==> config.mk <==
export PLATFORM = sky130hd
export DESIGN_NAME = pkt_width_conv
export DESIGN_NICKNAME = d
export VERILOG_FILES = /design/src/rtl/pwc_pkg.sv /design/src/rtl/pwc_upsize.sv /design/src/rtl/pwc_downsize.sv /design/src/rtl/pkt_width_conv.sv
export SDC_FILE = /design/constraint.sdc
export NUM_CORES = 1
export LEC_CHECK = 0
export BUFFER_PORTS_ARGS = -buffer_cell sky130_fd_sc_hd__buf_2
export CAP_MARGIN = 15
export CORE_AREA = 2 2 132 147
export DETAILED_ROUTE_END_ITERATION = 12
export DIE_AREA = 0 0 134 149
export PLACE_DENSITY = 0.76
export SYNTH_ARGS = -nofsm -noshare
export SYNTH_HDL_FRONTEND = slang
export SYNTH_SLANG_ARGS = --single-unit
==> constraint.sdc <==
create_clock -name clk -period 1.6 [get_ports clk]
set_input_delay 0 -clock clk [delete_from_list [all_inputs] [get_ports clk]]
set_output_delay 0 -clock clk [all_outputs]
set_load 0.02 [all_outputs]
==> src/rtl/pwc_pkg.sv <==
package pwc_pkg;

    typedef enum logic {
        UP_EMPTY,
        UP_HALF
    } up_state_e;

    typedef enum logic [1:0] {
        DN_IDLE,
        DN_LO,
        DN_HI
    } dn_state_e;

    function automatic int cnt_w(input int word_w);
        return $clog2(word_w / 8) + 1;
    endfunction

endpackage

==> src/rtl/pwc_upsize.sv <==
module pwc_upsize
    import pwc_pkg::*;
#(
    parameter int NW  = 64,
    localparam int WW  = 2 * NW,
    localparam int NB  = NW / 8,
    localparam int NBW = cnt_w(NW),
    localparam int WBW = cnt_w(WW)
) (
    input  logic           clk,
    input  logic           rst_n,
    input  logic           s_valid,
    output logic           s_ready,
    input  logic [NW-1:0]  s_data,
    input  logic [NBW-1:0] s_bytes,
    input  logic           s_last,
    input  logic           s_abort,
    output logic           m_valid,
    input  logic           m_ready,
    output logic [WW-1:0]  m_data,
    output logic [WBW-1:0] m_bytes,
    output logic           m_last,
    output logic           m_abort
);

    up_state_e      state_q, state_d;
    logic [NW-1:0]  low_q;
    logic           accept, emit;
    logic [WW-1:0]  nxt_data;
    logic [WBW-1:0] nxt_bytes;
    logic           nxt_last, nxt_abort;

    assign s_ready = !m_valid || m_ready;
    assign accept  = s_valid && s_ready;
    assign emit    = accept && (state_q == UP_HALF || s_abort || s_last);

    // next-state logic
    always_comb begin
        state_d = state_q;
        unique case (state_q)
            UP_EMPTY: if (accept && !s_abort && !s_last) state_d = UP_HALF;   // store_low
            UP_HALF:  if (accept)                        state_d = UP_EMPTY;  // emit_pair
            default:                                     state_d = UP_EMPTY;
        endcase
    end

    // state register
    always_ff @(posedge clk or negedge rst_n) begin
        if (!rst_n) state_q <= UP_EMPTY;
        else        state_q <= state_d;
    end

    // held low half
    always_ff @(posedge clk or negedge rst_n) begin
        if (!rst_n)
            low_q <= '0;
        else if (accept && state_q == UP_EMPTY && !s_abort && !s_last)
            low_q <= s_data;
    end

    // output word being formed
    always_comb begin
        nxt_abort = s_abort;
        if (s_abort) begin
            nxt_data  = '0;
            nxt_bytes = '0;
            nxt_last  = 1'b0;
        end else if (state_q == UP_HALF) begin
            nxt_data  = {s_data, low_q};
            nxt_bytes = WBW'(NB) + WBW'(s_bytes);
            nxt_last  = s_last;
        end else begin
            nxt_data  = {{NW{1'b0}}, s_data};
            nxt_bytes = WBW'(s_bytes);
            nxt_last  = 1'b1;
        end
    end

    // output register
    always_ff @(posedge clk or negedge rst_n) begin
        if (!rst_n) begin
            m_valid <= 1'b0;
            m_data  <= '0;
            m_bytes <= '0;
            m_last  <= 1'b0;
            m_abort <= 1'b0;
        end else if (emit) begin
            m_valid <= 1'b1;
            m_data  <= nxt_data;
            m_bytes <= nxt_bytes;
            m_last  <= nxt_last;
            m_abort <= nxt_abort;
        end else if (m_ready) begin
            m_valid <= 1'b0;
        end
    end

endmodule

==> src/rtl/pwc_downsize.sv <==
module pwc_downsize
    import pwc_pkg::*;
#(
    parameter int NW  = 64,
    localparam int WW  = 2 * NW,
    localparam int NB  = NW / 8,
    localparam int NBW = cnt_w(NW),
    localparam int WBW = cnt_w(WW)
) (
    input  logic           clk,
    input  logic           rst_n,
    input  logic           s_valid,
    output logic           s_ready,
    input  logic [WW-1:0]  s_data,
    input  logic [WBW-1:0] s_bytes,
    input  logic           s_last,
    input  logic           s_abort,
    output logic           m_valid,
    input  logic           m_ready,
    output logic [NW-1:0]  m_data,
    output logic [NBW-1:0] m_bytes,
    output logic           m_last,
    output logic           m_abort
);

    dn_state_e      state_q, state_d;
    logic [WW-1:0]  word_q;
    logic [WBW-1:0] bytes_q;
    logic           last_q, abort_q;
    logic           needs_hi, final_beat, accept;

    assign needs_hi   = !abort_q && (bytes_q > WBW'(NB));
    assign final_beat = (state_q == DN_HI) || (state_q == DN_LO && !needs_hi);
    assign s_ready    = (state_q == DN_IDLE) || (m_ready && final_beat);
    assign accept     = s_valid && s_ready;

    // next-state logic
    always_comb begin
        state_d = state_q;
        unique case (state_q)
            DN_IDLE: if (accept) state_d = DN_LO;                       // load
            DN_LO: begin
                if (m_ready) begin
                    if (needs_hi)    state_d = DN_HI;                    // split
                    else if (accept) state_d = DN_LO;                    // reload
                    else             state_d = DN_IDLE;                  // drain
                end
            end
            DN_HI: if (m_ready) state_d = accept ? DN_LO : DN_IDLE;      // reload / drain
            default: state_d = DN_IDLE;
        endcase
    end

    // state register
    always_ff @(posedge clk or negedge rst_n) begin
        if (!rst_n) state_q <= DN_IDLE;
        else        state_q <= state_d;
    end

    // wide beat holding register
    always_ff @(posedge clk or negedge rst_n) begin
        if (!rst_n) begin
            word_q  <= '0;
            bytes_q <= '0;
            last_q  <= 1'b0;
            abort_q <= 1'b0;
        end else if (accept) begin
            word_q  <= s_data;
            bytes_q <= s_bytes;
            last_q  <= s_last;
            abort_q <= s_abort;
        end
    end

    // outputs
    always_comb begin
        m_valid = 1'b0;
        m_data  = '0;
        m_bytes = '0;
        m_last  = 1'b0;
        m_abort = 1'b0;
        unique case (state_q)
            DN_IDLE: ;
            DN_LO: begin
                m_valid = 1'b1;
                m_data  = word_q[NW-1:0];
                m_abort = abort_q;
                if (abort_q)       m_bytes = '0;
                else if (needs_hi) m_bytes = NBW'(NB);
                else               m_bytes = bytes_q[NBW-1:0];
                m_last  = !abort_q && !needs_hi && last_q;
            end
            DN_HI: begin
                m_valid = 1'b1;
                m_data  = word_q[WW-1:NW];
                m_bytes = NBW'(bytes_q - WBW'(NB));
                m_last  = last_q;
            end
            default: ;
        endcase
    end

endmodule

==> src/rtl/pkt_width_conv.sv <==
module pkt_width_conv
    import pwc_pkg::*;
#(
    parameter int IN_W  = 64,
    parameter int OUT_W = 128,
    localparam int IN_BW  = cnt_w(IN_W),
    localparam int OUT_BW = cnt_w(OUT_W)
) (
    input  logic              clk,
    input  logic              rst_n,
    input  logic              s_valid,
    output logic              s_ready,
    input  logic [IN_W-1:0]   s_data,
    input  logic [IN_BW-1:0]  s_bytes,
    input  logic              s_last,
    input  logic              s_abort,
    output logic              m_valid,
    input  logic              m_ready,
    output logic [OUT_W-1:0]  m_data,
    output logic [OUT_BW-1:0] m_bytes,
    output logic              m_last,
    output logic              m_abort
);

    generate
        if (OUT_W == 2 * IN_W) begin : g_up
            pwc_upsize #(.NW(IN_W)) u_up (
                .clk     (clk),
                .rst_n   (rst_n),
                .s_valid (s_valid),
                .s_ready (s_ready),
                .s_data  (s_data),
                .s_bytes (s_bytes),
                .s_last  (s_last),
                .s_abort (s_abort),
                .m_valid (m_valid),
                .m_ready (m_ready),
                .m_data  (m_data),
                .m_bytes (m_bytes),
                .m_last  (m_last),
                .m_abort (m_abort)
            );
        end else begin : g_dn
            pwc_downsize #(.NW(OUT_W)) u_dn (
                .clk     (clk),
                .rst_n   (rst_n),
                .s_valid (s_valid),
                .s_ready (s_ready),
                .s_data  (s_data),
                .s_bytes (s_bytes),
                .s_last  (s_last),
                .s_abort (s_abort),
                .m_valid (m_valid),
                .m_ready (m_ready),
                .m_data  (m_data),
                .m_bytes (m_bytes),
                .m_last  (m_last),
                .m_abort (m_abort)
            );
        end
    endgenerate

endmodule

==> impl_metrics.tcl, run 1 <==
set metrics [dict create \
    outcome "finished with violations" \
    failed_checks "negative setup slack" \
    initial_antenna_violation_count 0 \
    crit-reg2reg-launch "g_up.u_up.state_q" \
    final_min_period_over_clock_period 1.045 \
    core_region_mm2 0.01863 \
    crit_path_cells "nor3_4 -> nand3b_1 -> buf_12 -> buf_16 -> mux2_2" \
    initial_core_util 0.4804 \
    grt_pass1_wl_um 34450 \
    layoutNonFillerInstCount 1286 \
    routed-via-count 6338 \
    grt_overflow 0 \
    first_pass_iters 4 \
    worstPathRequired_ps 1970 \
    critical-path-slowest-cell "sky130_fd_sc_hd__dfrtp_4" \
    grt_max_degree 73 \
    detail_route.vias_per_cell 4.928 \
    fmax_mhz 598.3 \
    hold_viol_final 0 \
    buffer_ports.inserted 210 \
    clockBufferDepth 3 \
    number_of_global_route_vias_before_repair 6840 \
    cpLargestDelayFamily "flip-flops" \
    critPathBufInv 2 \
    max-vdd-ir-drop_uv 845.4 \
    drc 0 \
    dr.first_iter.drc_count 306 \
    placementRows 53 \
    clock_latency_ps 490 \
    crit_path_start_kind "flip-flop" \
    cts.sinks 201 \
    leakagePower_nw 6.384 \
    clock_buffers_created_by_tritoncts 21 \
    post-place-ws_ps -45.32 \
    finalWeightedCongestion 0.7623 \
    drt_wl_total_um 21300 \
    finClkSkew_ps 12.76 \
    final_antenna_net_count 0 \
    die_h_um 149 \
    ys_seq_area_frac 0.5619 \
    numPlacedInstances 1169 \
    cp.arrival_ps 2040 \
    cts-htree-levels 1 \
    worst_pin_slew_ps 489.5 \
    power.density_mw_per_mm2 1335 \
    slew-limit-headroom 0.6737 \
    final_nets 1098 \
    timing_max_transition_violations_final 0 \
    gr-usage-all-layers 0.2142 \
    hold_path.class "in2reg" \
    power.total_mw 16.20 \
    critPathKind "reg2reg" \
    synth.lib_cells_used.distinct 24 \
    fp.dieW_um 134 \
    timing.final.ws_setup_ps -71.50 \
    synth_seq_cells 201 \
    postLayoutCoreUtil 0.6512 \
    timing.hold.worst.start "s_bytes[3]" \
    syn-num-nets 793 \
    worst_setup_path_startpoint "g_up.u_up.state_q" \
    root_buffer "sky130_fd_sc_hd__clkbuf_16" \
    syn_inst 718 \
    die_area_mm2 0.01997 \
    syn_to_final_growth_pct 35.56 \
    place.detailed.hpwl_um 13510 \
    clkTransAtPathRegs_ps 60 \
    finalCriticalPeriod_ps 1672 \
    cts_tree "yes" \
    maxCapViolations 0 \
    tns_ps -2792 \
    mapped_area_mm2 0.008951 \
    drive_gt1_frac 0.4104 \
    io_pins 211 \
    slowest_delay_ps 480 \
    mapped_avg_cell_area_um2 12.47 \
    wl_per_cell_um 16.56 \
    timing.final.setup_violations 74 \
    cp_max_fo 22 \
    grt_setup_unrepaired "yes" \
    synthesis.yosys.warnings 0 \
    worstSetupEndpointType "flip-flop" \
]
## timing repair
item	4_1_cts	5_1_grt
hold endpoints to repair	398	0
setup endpoints to repair	99	124
setup buffers	4	4
hold buffers	70	0
gates resized for setup	16	22
## per-stage QoR
stage	area, µm²	hold WS, ps
2_1_floorplan	8951	-295.6
3_3_place_gp	10560	11.46
3_5_place_dp	10560	13.34
4_1_cts	12010	19.48
5_1_grt	12130	47.27
6_report	12130	31.23
## state kept, by name, summed over array words and instances (netlist names)
signal,flops
g_up.u_up.m_valid,1
g_up.u_up.m_data,128
g_up.u_up.m_last,1
g_up.u_up.state_q,1
g_up.u_up.m_abort,1
g_up.u_up.low_q,64
g_up.u_up.m_bytes,5
## worst min-delay path, stage by stage
cell,delay [ps]
sky130_fd_sc_hd__buf_2,90
sky130_fd_sc_hd__ha_1,130
sky130_fd_sc_hd__nor2b_1,120
sky130_fd_sc_hd__mux2_2,150
## synthesized netlist by cell type
library cell               number  share of area
sky130_fd_sc_hd__o21a_1         1        0.00084
sky130_fd_sc_hd__mux2_2       132           0.17
sky130_fd_sc_hd__ha_1           1         0.0014
sky130_fd_sc_hd__nand3b_1       1        0.00084
sky130_fd_sc_hd__nor2_1        64          0.027
sky130_fd_sc_hd__nand3_2        1         0.0011
sky130_fd_sc_hd__clkbuf_1      13         0.0055
sky130_fd_sc_hd__nor3_2         1         0.0011
sky130_fd_sc_hd__inv_1         66          0.028
sky130_fd_sc_hd__mux2i_1      128           0.14
sky130_fd_sc_hd__o22ai_1        1        0.00070
sky130_fd_sc_hd__mux2_1         1         0.0013
sky130_fd_sc_hd__nand2_1       65          0.027
sky130_fd_sc_hd__clkbuf_2       1        0.00056
sky130_fd_sc_hd__buf_6          4         0.0050
sky130_fd_sc_hd__nor2b_1        6         0.0042
sky130_fd_sc_hd__dfrtp_1      201           0.56
sky130_fd_sc_hd__a32oi_1        1        0.00098
sky130_fd_sc_hd__buf_2         14         0.0078
sky130_fd_sc_hd__and2_1         1        0.00070
sky130_fd_sc_hd__buf_4         10         0.0084
sky130_fd_sc_hd__a22o_1         1        0.00098
sky130_fd_sc_hd__buf_8          3         0.0050
sky130_fd_sc_hd__nand2b_1       1        0.00070
## logic make-up after synthesis
| family | after synthesis | synth area share |
|---|---|---|
| adders and majority gates | 1 | 0.001398 |
| and+or+nand+nor | 140 | 0.06276 |
| buffers and inverters | 111 | 0.05997 |
| AOI/OAI and AO/OA | 4 | 0.003496 |
| DFF | 201 | 0.5619 |
| muxes | 261 | 0.3105 |
## routing by layer
| metal | wire [µm] | global-route usage |
|---|---|---|
| met1 | 8921 | 0.2662 |
| met2 | 10650 | 0.3756 |
| met3 | 1256 | 0.05029 |
| met4 | 477 | 0.05798 |
| met5 | 0 | 0 |
## power by group
group          total, mW  switching [mW]  internal, mW
sequential          6.92           0.638          6.29
combinational       4.55            2.36          2.20
clock               4.73            1.95          2.78
## final cells by class
| cell class | count | area, µm² |
|---|---|---|
| Clock inverter | 7 | 63.81 |
| Sequential cell | 201 | 5034 |
| Tap cell | 247 | 309.0 |
| Antenna cell | 1 | 2.502 |
| Timing Repair Buffer | 327 | 2386 |
| Clock buffer | 31 | 603.1 |
| Fill cell | 1385 | 6500 |
| Inverter | 66 | 247.7 |
| Multi-Input combinational cell | 406 | 3488 |
## placed cells by master, fill, tap and decap left out
cell type | netlist | final
sky130_fd_sc_hd__buf_2 | 14 | 209
sky130_fd_sc_hd__dfrtp_1 | 201 | 200
sky130_fd_sc_hd__mux2i_1 | 128 | 127
sky130_fd_sc_hd__mux2_2 | 132 | 111
sky130_fd_sc_hd__dlygate4sd3_1 | 0 | 70
sky130_fd_sc_hd__inv_1 | 66 | 66
sky130_fd_sc_hd__nand2_1 | 65 | 65
sky130_fd_sc_hd__nor2_1 | 64 | 64
sky130_fd_sc_hd__mux2_4 | 0 | 21
sky130_fd_sc_hd__clkbuf_16 | 0 | 21
sky130_fd_sc_hd__buf_4 | 10 | 21
sky130_fd_sc_hd__buf_12 | 0 | 16
sky130_fd_sc_hd__clkbuf_1 | 13 | 6
sky130_fd_sc_hd__nor2b_1 | 6 | 5
sky130_fd_sc_hd__clkbuf_8 | 0 | 5
sky130_fd_sc_hd__clkinv_2 | 0 | 5
sky130_fd_sc_hd__buf_8 | 3 | 5
sky130_fd_sc_hd__buf_6 | 4 | 4
sky130_fd_sc_hd__diode_2 | 0 | 1
sky130_fd_sc_hd__nand2b_1 | 1 | 1
sky130_fd_sc_hd__and2_1 | 1 | 1
sky130_fd_sc_hd__nor3_4 | 0 | 1
sky130_fd_sc_hd__nand3b_1 | 1 | 1
sky130_fd_sc_hd__o21a_1 | 1 | 1
sky130_fd_sc_hd__nor2b_4 | 0 | 1
sky130_fd_sc_hd__mux2i_2 | 0 | 1
sky130_fd_sc_hd__nand3_4 | 0 | 1
sky130_fd_sc_hd__mux2_1 | 1 | 1
sky130_fd_sc_hd__a32oi_1 | 1 | 1
sky130_fd_sc_hd__o22ai_1 | 1 | 1
sky130_fd_sc_hd__a22o_1 | 1 | 1
sky130_fd_sc_hd__ha_1 | 1 | 1
sky130_fd_sc_hd__inv_6 | 0 | 1
sky130_fd_sc_hd__bufinv_16 | 0 | 1
sky130_fd_sc_hd__dfrtp_4 | 0 | 1
sky130_fd_sc_hd__buf_16 | 0 | 1
## worst paths after layout
kind	end	slack [ps]	cells past startpoint
worst min-delay path	g_up.u_up.m_bytes[4]	30	4
worst max-delay path	g_up.u_up.m_data[23]	-70	5
worst min register to register	g_up.u_up.low_q[5]	490	1
worst max register to register	g_up.u_up.m_data[23]	-70	5
min in group asynchronous	g_up.u_up.low_q[55]	40	2
max in group asynchronous	g_up.u_up.low_q[34]	940	3
Power figures use the tool's default switching activity.
==> run 2, diff against run 1 <==
--- a/config.mk
+++ b/config.mk
@@ -11,6 +11,7 @@
 export DETAILED_ROUTE_END_ITERATION = 12
 export DIE_AREA = 0 0 134 149
 export PLACE_DENSITY = 0.76
+export SKIP_LAST_GASP = 1
 export SYNTH_ARGS = -nofsm -noshare
 export SYNTH_HDL_FRONTEND = slang
 export SYNTH_SLANG_ARGS = --single-unit
==> run 2 against run 1 <==
  * The flow still finishes with violations (negative setup slack)
  * Clock-buffer cell count did not move
  * Largest power group unchanged
  * Non-clock buffer count up 22
  * Largest cell class unchanged
  * Sequential power about the same
  * First-iteration DRC count down 8.8%
  * Critical path type unchanged
  * Die area stayed put
==> impl_metrics.tcl, run 2 (synthesis results as in run 1) <==
set metrics [dict create \
    clockBufferDepth 3 \
    cell_internal_power_mw 11.53 \
    worstPathRequired_ps 1970 \
    dr.first_iter.drc_count 279 \
    switching_share 0.3067 \
    clock_buffers_created_by_tritoncts 21 \
    grt_setup_unrepaired "yes" \
    clockPowerShare 0.285 \
    cp_max_fo 5 \
    slew-limit-headroom 0.6720 \
    fmax_mhz 585.3 \
    first_pass_iters 6 \
    finalWeightedCongestion 0.7623 \
    post-place-ws_ps -45.32 \
    finClkSkew_ps 13.63 \
    cts_tree "yes" \
    multi_input_gate_area_mm2 0.003593 \
    grt_overflow 0 \
    gr-usage-all-layers 0.2136 \
    buffer_ports.inserted 210 \
    placementRows 53 \
    initial_antenna_violation_count 0 \
    failed_checks "negative setup slack" \
    maxCapViolations 0 \
    fp.dieW_um 134 \
    final_nets 1120 \
    seq_area_mm2 0.005034 \
    clock_latency_ps 500 \
    share_seq_of_total_power 0.418 \
    drt_wl_total_um 22960 \
    whs_ps 44.36 \
    timing.final.setup_violations 110 \
    die_area_mm2 0.01997 \
    cts.sinks 201 \
    most_frequent_cells_in_the_layout "209 x sky130_fd_sc_hd__buf_2, 200 x sky130_fd_sc_hd__dfrtp_1, 126 x sky130_fd_sc_hd__mux2i_1" \
    timing_max_transition_violations_final 0 \
    finalCriticalPeriod_ps 1709 \
    place.detailed.hpwl_um 13510 \
    timing.final.ws_setup_ps -108.7 \
    cp.arrival_ps 2080 \
    drive_gt1_frac 0.4236 \
    max_reg_flops 128 \
    wl_per_cell_um 17.57 \
    worst_pin_slew_ps 492.1 \
    tns_ps -6013 \
    power.density_mw_per_mm2 1316 \
    crit_path_start_kind "flip-flop" \
    number_of_global_route_vias_before_repair 6821 \
    routed-via-count 6540 \
    antennaDiodeCount 0 \
    max-vdd-ir-drop_uv 913.0 \
    cts-htree-levels 1 \
    die_h_um 149 \
    power.share.combinational 0.297 \
    largest_regs "g_up.u_up.m_data: 128 flops, g_up.u_up.low_q: 64 flops, g_up.u_up.m_bytes: 5 flops" \
    io_pins 211 \
    hold_viol_final 0 \
    critPathKind "reg2reg" \
    final_antenna_net_count 0 \
    drc 0 \
    fill_cells 1324 \
    grt_pass1_wl_um 34320 \
    clkTransAtPathRegs_ps 60 \
    hold_path.class "in2async" \
    total_switching_power_mw 5.103 \
    syn_to_final_growth_pct 41.22 \
    leakagePower_nw 6.684 \
    initial_core_util 0.4804 \
    final_min_period_over_clock_period 1.068 \
    final_common_cell "sky130_fd_sc_hd__buf_2" \
    core_region_mm2 0.01863 \
    root_buffer "sky130_fd_sc_hd__clkbuf_16" \
    largest_register "g_up.u_up.m_data" \
    detail_route.vias_per_cell 5.004 \
    worstSetupEndpointType "flip-flop" \
    grt_max_degree 73 \
    outcome "finished with violations" \
]
-- run 2: cell types whose count changed in the layout (fill, tap and decap cells not counted), sizes merged --
cell,previous run,this run
buf,256,271
clkbuf,32,39
diode,1,0
-- run 2: worst paths after layout --
kind,from,end,slack [ps],cells past startpoint
hold reg to reg,g_up.u_up.low_q[5],g_up.u_up.low_q[5],490,1
setup / recovery,g_up.u_up.state_q,g_up.u_up.m_data[63],-110,6
max in group asynchronous,rst_n,g_up.u_up.m_data[30],940,3
hold / removal,rst_n,g_up.u_up.low_q[59],40,2
min in group clk,m_ready,g_up.u_up.m_valid,60,4
setup reg to reg,g_up.u_up.state_q,g_up.u_up.m_data[63],-110,6
-- run 2: power groups by stage --
stage | clock [mW] | combinational [mW] | sequential, mW
final | 4.74 | 4.94 | 6.95
after global routing | 5.06 | 5.32 | 7.09
after CTS | 4.85 | 4.45 | 6.91
after detailed placement | 0 | 4.29 | 6.98
after global placement | 0 | 4.17 | 6.92
after floorplan | 0 | 2.03 | 7.65
-- run 2: per-stage QoR --
step / util / instance area, µm² / total power, mW / cells
finish: 0.6784 / 12640 / 16.64 / 1307
CTS: 0.6418 / 11960 / 16.21 / 1281
global placement: 0.5664 / 10560 / 11.09 / 1169
global route: 0.6784 / 12640 / 17.47 / 1307
floorplan: - / 8951 / 9.679 / 718
detailed placement: 0.5664 / 10560 / 11.27 / 1169
-- run 2: metal layers --
metal  vias to the layer above  track usage  routed length (µm)
met2                       193       0.3726               11540
met4                         0      0.06117                 511
met5                         -            0                   0
met3                        38      0.04927                1225
li1                       3027            -                   -
met1                      3282       0.2662                9682
-- run 2: final cells by class --
class | instances | area share
multi-input cells | 406 | 0.2843
repair buffers | 349 | 0.2207
clock buffers | 31 | 0.04771
clock inverters | 7 | 0.005048
flip-flops and latches | 201 | 0.3982
inverters | 66 | 0.01960
well taps | 247 | 0.02445
-- run 2: worst max-delay path, cell delays in order (launching register included) --
cell,delay (ps)
sky130_fd_sc_hd__dfrtp_4,480
sky130_fd_sc_hd__nor3_4,120
sky130_fd_sc_hd__nand3b_1,220
sky130_fd_sc_hd__buf_12,160
sky130_fd_sc_hd__buf_12,140
sky130_fd_sc_hd__clkbuf_16,160
sky130_fd_sc_hd__mux2_4,300
-- run 2: repair_timing --
action                     CTS  global route
resized for setup            2            85
pin swaps                    0             1
setup endpoints to repair   99           123
hold endpoints to repair   398             0
hold buffers                70             0
gates cloned                 0             9
buffers inserted             4            17
==> run 3, diff against run 2 <==
--- a/config.mk
+++ b/config.mk
@@ -10,7 +10,7 @@
 export CORE_AREA = 2 2 132 147
 export DETAILED_ROUTE_END_ITERATION = 12
 export DIE_AREA = 0 0 134 149
-export PLACE_DENSITY = 0.76
+export PLACE_DENSITY_LB_ADDON = 0.05
 export SKIP_LAST_GASP = 1
 export SYNTH_ARGS = -nofsm -noshare
 export SYNTH_HDL_FRONTEND = slang
==> run 3 against run 2 <==
  * The run still ends with negative setup slack left
  * Maximum frequency up 3.2%
  * Wire length down 7.7%
  * Final cell count down 0.77%
  * Clock power down 1%
  * Global-route usage down 0.27 points
  * Largest cell class unchanged
  * Largest power group unchanged
  * Highest routed layer unchanged
==> impl_metrics.tcl, run 3 (synthesis results as in run 1) <==
set metrics [dict create \
    cp_max_fo 13 \
    grt_max_degree 73 \
    cp.arrival_ps 2020 \
    placementRows 53 \
    maxCapViolations 0 \
    timing.final.setup_violations 59 \
    wl_per_cell_um 16.35 \
    die_area_mm2 0.01997 \
    fp.dieW_um 134 \
    worstPathRequired_ps 1960 \
    max_reg_flops 128 \
    final_min_period_over_clock_period 1.035 \
    cts_tree "yes" \
    grt_pass1_wl_um 33840 \
    gr-usage-all-layers 0.2109 \
    critPathKind "reg2reg" \
    finalCriticalPeriod_ps 1655 \
    final_nets 1111 \
    largest_regs "g_up.u_up.m_data: 128 flops, g_up.u_up.low_q: 64 flops, g_up.u_up.m_bytes: 5 flops" \
    outcome "finished with violations" \
    dr.first_iter.drc_count 222 \
    detail_route.vias_per_cell 4.936 \
    tns_ps -1789 \
    most_frequent_cells_in_the_layout "209 x sky130_fd_sc_hd__buf_2, 200 x sky130_fd_sc_hd__dfrtp_1, 127 x sky130_fd_sc_hd__mux2i_1" \
    detailed_place.area_mm2 0.01049 \
    clock_buffers_created_by_tritoncts 21 \
    worstSetupEndpointType "flip-flop" \
    failed_checks "negative setup slack" \
    fmax_mhz 604.2 \
    drive_gt1_frac 0.4194 \
    final_antenna_net_count 0 \
    drt_wl_total_um 21200 \
    initial_core_util 0.4804 \
    hold_viol_final 0 \
    place.detailed.hpwl_um 13810 \
    hold_path.class "in2async" \
    final_area_mm2 0.01221 \
    finalWeightedCongestion 0.7587 \
    io_pins 211 \
    clkTransAtPathRegs_ps 60 \
    worst_pin_slew_ps 368.0 \
    slew-limit-headroom 0.7547 \
    final_common_cell "sky130_fd_sc_hd__buf_2" \
    grt_setup_unrepaired "yes" \
    crit_path_start_kind "flip-flop" \
    timing.final.ws_setup_ps -55.21 \
    first_pass_iters 4 \
    buffer_ports.inserted 210 \
    clockBufferDepth 3 \
    grt_overflow 0 \
    initial_antenna_violation_count 1 \
    routed-via-count 6402 \
    syn_to_final_growth_pct 36.45 \
    cts.sinks 201 \
    number_of_global_route_vias_before_repair 6618 \
    drc 0 \
    fill_cells 1489 \
    timing_max_transition_violations_final 0 \
    finClkSkew_ps 5.770 \
    core_region_mm2 0.01863 \
    die_h_um 149 \
    root_buffer "sky130_fd_sc_hd__clkbuf_16" \
    power.density_mw_per_mm2 1323 \
    clock_latency_ps 480 \
    leakagePower_nw 6.405 \
    cts-htree-levels 1 \
    largest_register "g_up.u_up.m_data" \
    max-vdd-ir-drop_uv 822.4 \
]
## run 3: changes by cell type in the layout (fill, tap and decap cells not counted), moves of 2 or more
cell / before / now
sky130_fd_sc_hd__buf_12: 18 / 16
sky130_fd_sc_hd__buf_4: 18 / 28
sky130_fd_sc_hd__buf_6: 15 / 9
sky130_fd_sc_hd__buf_8: 9 / 3
sky130_fd_sc_hd__clkbuf_1: 6 / 2
sky130_fd_sc_hd__clkbuf_16: 28 / 21
sky130_fd_sc_hd__clkinvlp_4: 0 / 2
sky130_fd_sc_hd__dlygate4sd3_1: 70 / 72
sky130_fd_sc_hd__mux2_2: 84 / 123
sky130_fd_sc_hd__mux2_4: 48 / 9
## run 3: area by class of cell
type                    instances  area (µm²)  area share
diodes                          1       2.502   0.0002049
clock buffers                  27       588.1     0.04815
clock inverters                 9       75.07    0.006146
inverters                      66       247.7     0.02028
multi-input cells             406        3446      0.2821
flip-flops and latches        201        5034      0.4121
well taps                     247       309.0     0.02530
repair buffers                340        2512      0.2057
## run 3: worst max-delay path: stages (launching register included)
cell,delay [ps]
sky130_fd_sc_hd__dfrtp_4,490
sky130_fd_sc_hd__nor3_4,130
sky130_fd_sc_hd__nand3b_1,190
sky130_fd_sc_hd__buf_6,130
sky130_fd_sc_hd__buf_6,110
sky130_fd_sc_hd__buf_12,140
sky130_fd_sc_hd__mux2_2,340
## run 3: where the power goes
part	internal, mW	switching, mW
logic	2.22	2.36
registers	6.29	0.623
clock network	2.75	1.92
## run 3: per-layer routing
metal,vias up,share of wire,track usage
met2,162,0.51,0.3856
met5,-,0,0
li1,2995,-,-
met1,3219,0.42,0.2574
met3,26,0.055,0.04043
met4,0,0.016,0.04947
## run 3: final timing paths
check | startpoint | endpoint | slack (ps) | cells after the start
worst max-delay path | g_up.u_up.state_q | g_up.u_up.m_data[42] | -60 | 6
worst min-delay path | rst_n | g_up.u_up.m_data[87] | 10 | 2
worst max register to register | g_up.u_up.state_q | g_up.u_up.m_data[42] | -60 | 6
worst min register to register | g_up.u_up.low_q[5] | g_up.u_up.low_q[5] | 500 | 1
max in group asynchronous | rst_n | g_up.u_up.state_q | 890 | 3
min in group clk | s_abort | g_up.u_up.m_last | 90 | 3
## run 3: timing repair
action | CTS | global route
pin swaps | 1 | 0
resized for setup | 15 | 14
gates cloned | 1 | 0
hold buffers | 72 | 0
setup buffers | 17 | 7
hold endpoints to repair | 399 | 0
setup endpoints to repair | 87 | 112
## run 3: metrics by stage
stage / hold WS (ps) / utilization / setup WS (ps) / power (mW) / instances
4_1_cts: 12.81 / 0.6502 / -62.82 / 16.29 / 1289
5_1_grt: 30.48 / 0.6553 / -109.0 / 17.01 / 1296
3_3_place_gp: -50.47 / 0.5627 / -57.83 / 11.06 / 1163
2_1_floorplan: -295.6 / - / 22.66 / 9.679 / 718
6_report: 9.781 / 0.6555 / -55.21 / 16.16 / 1297
3_5_place_dp: -46.29 / 0.5627 / -81.11 / 11.25 / 1163
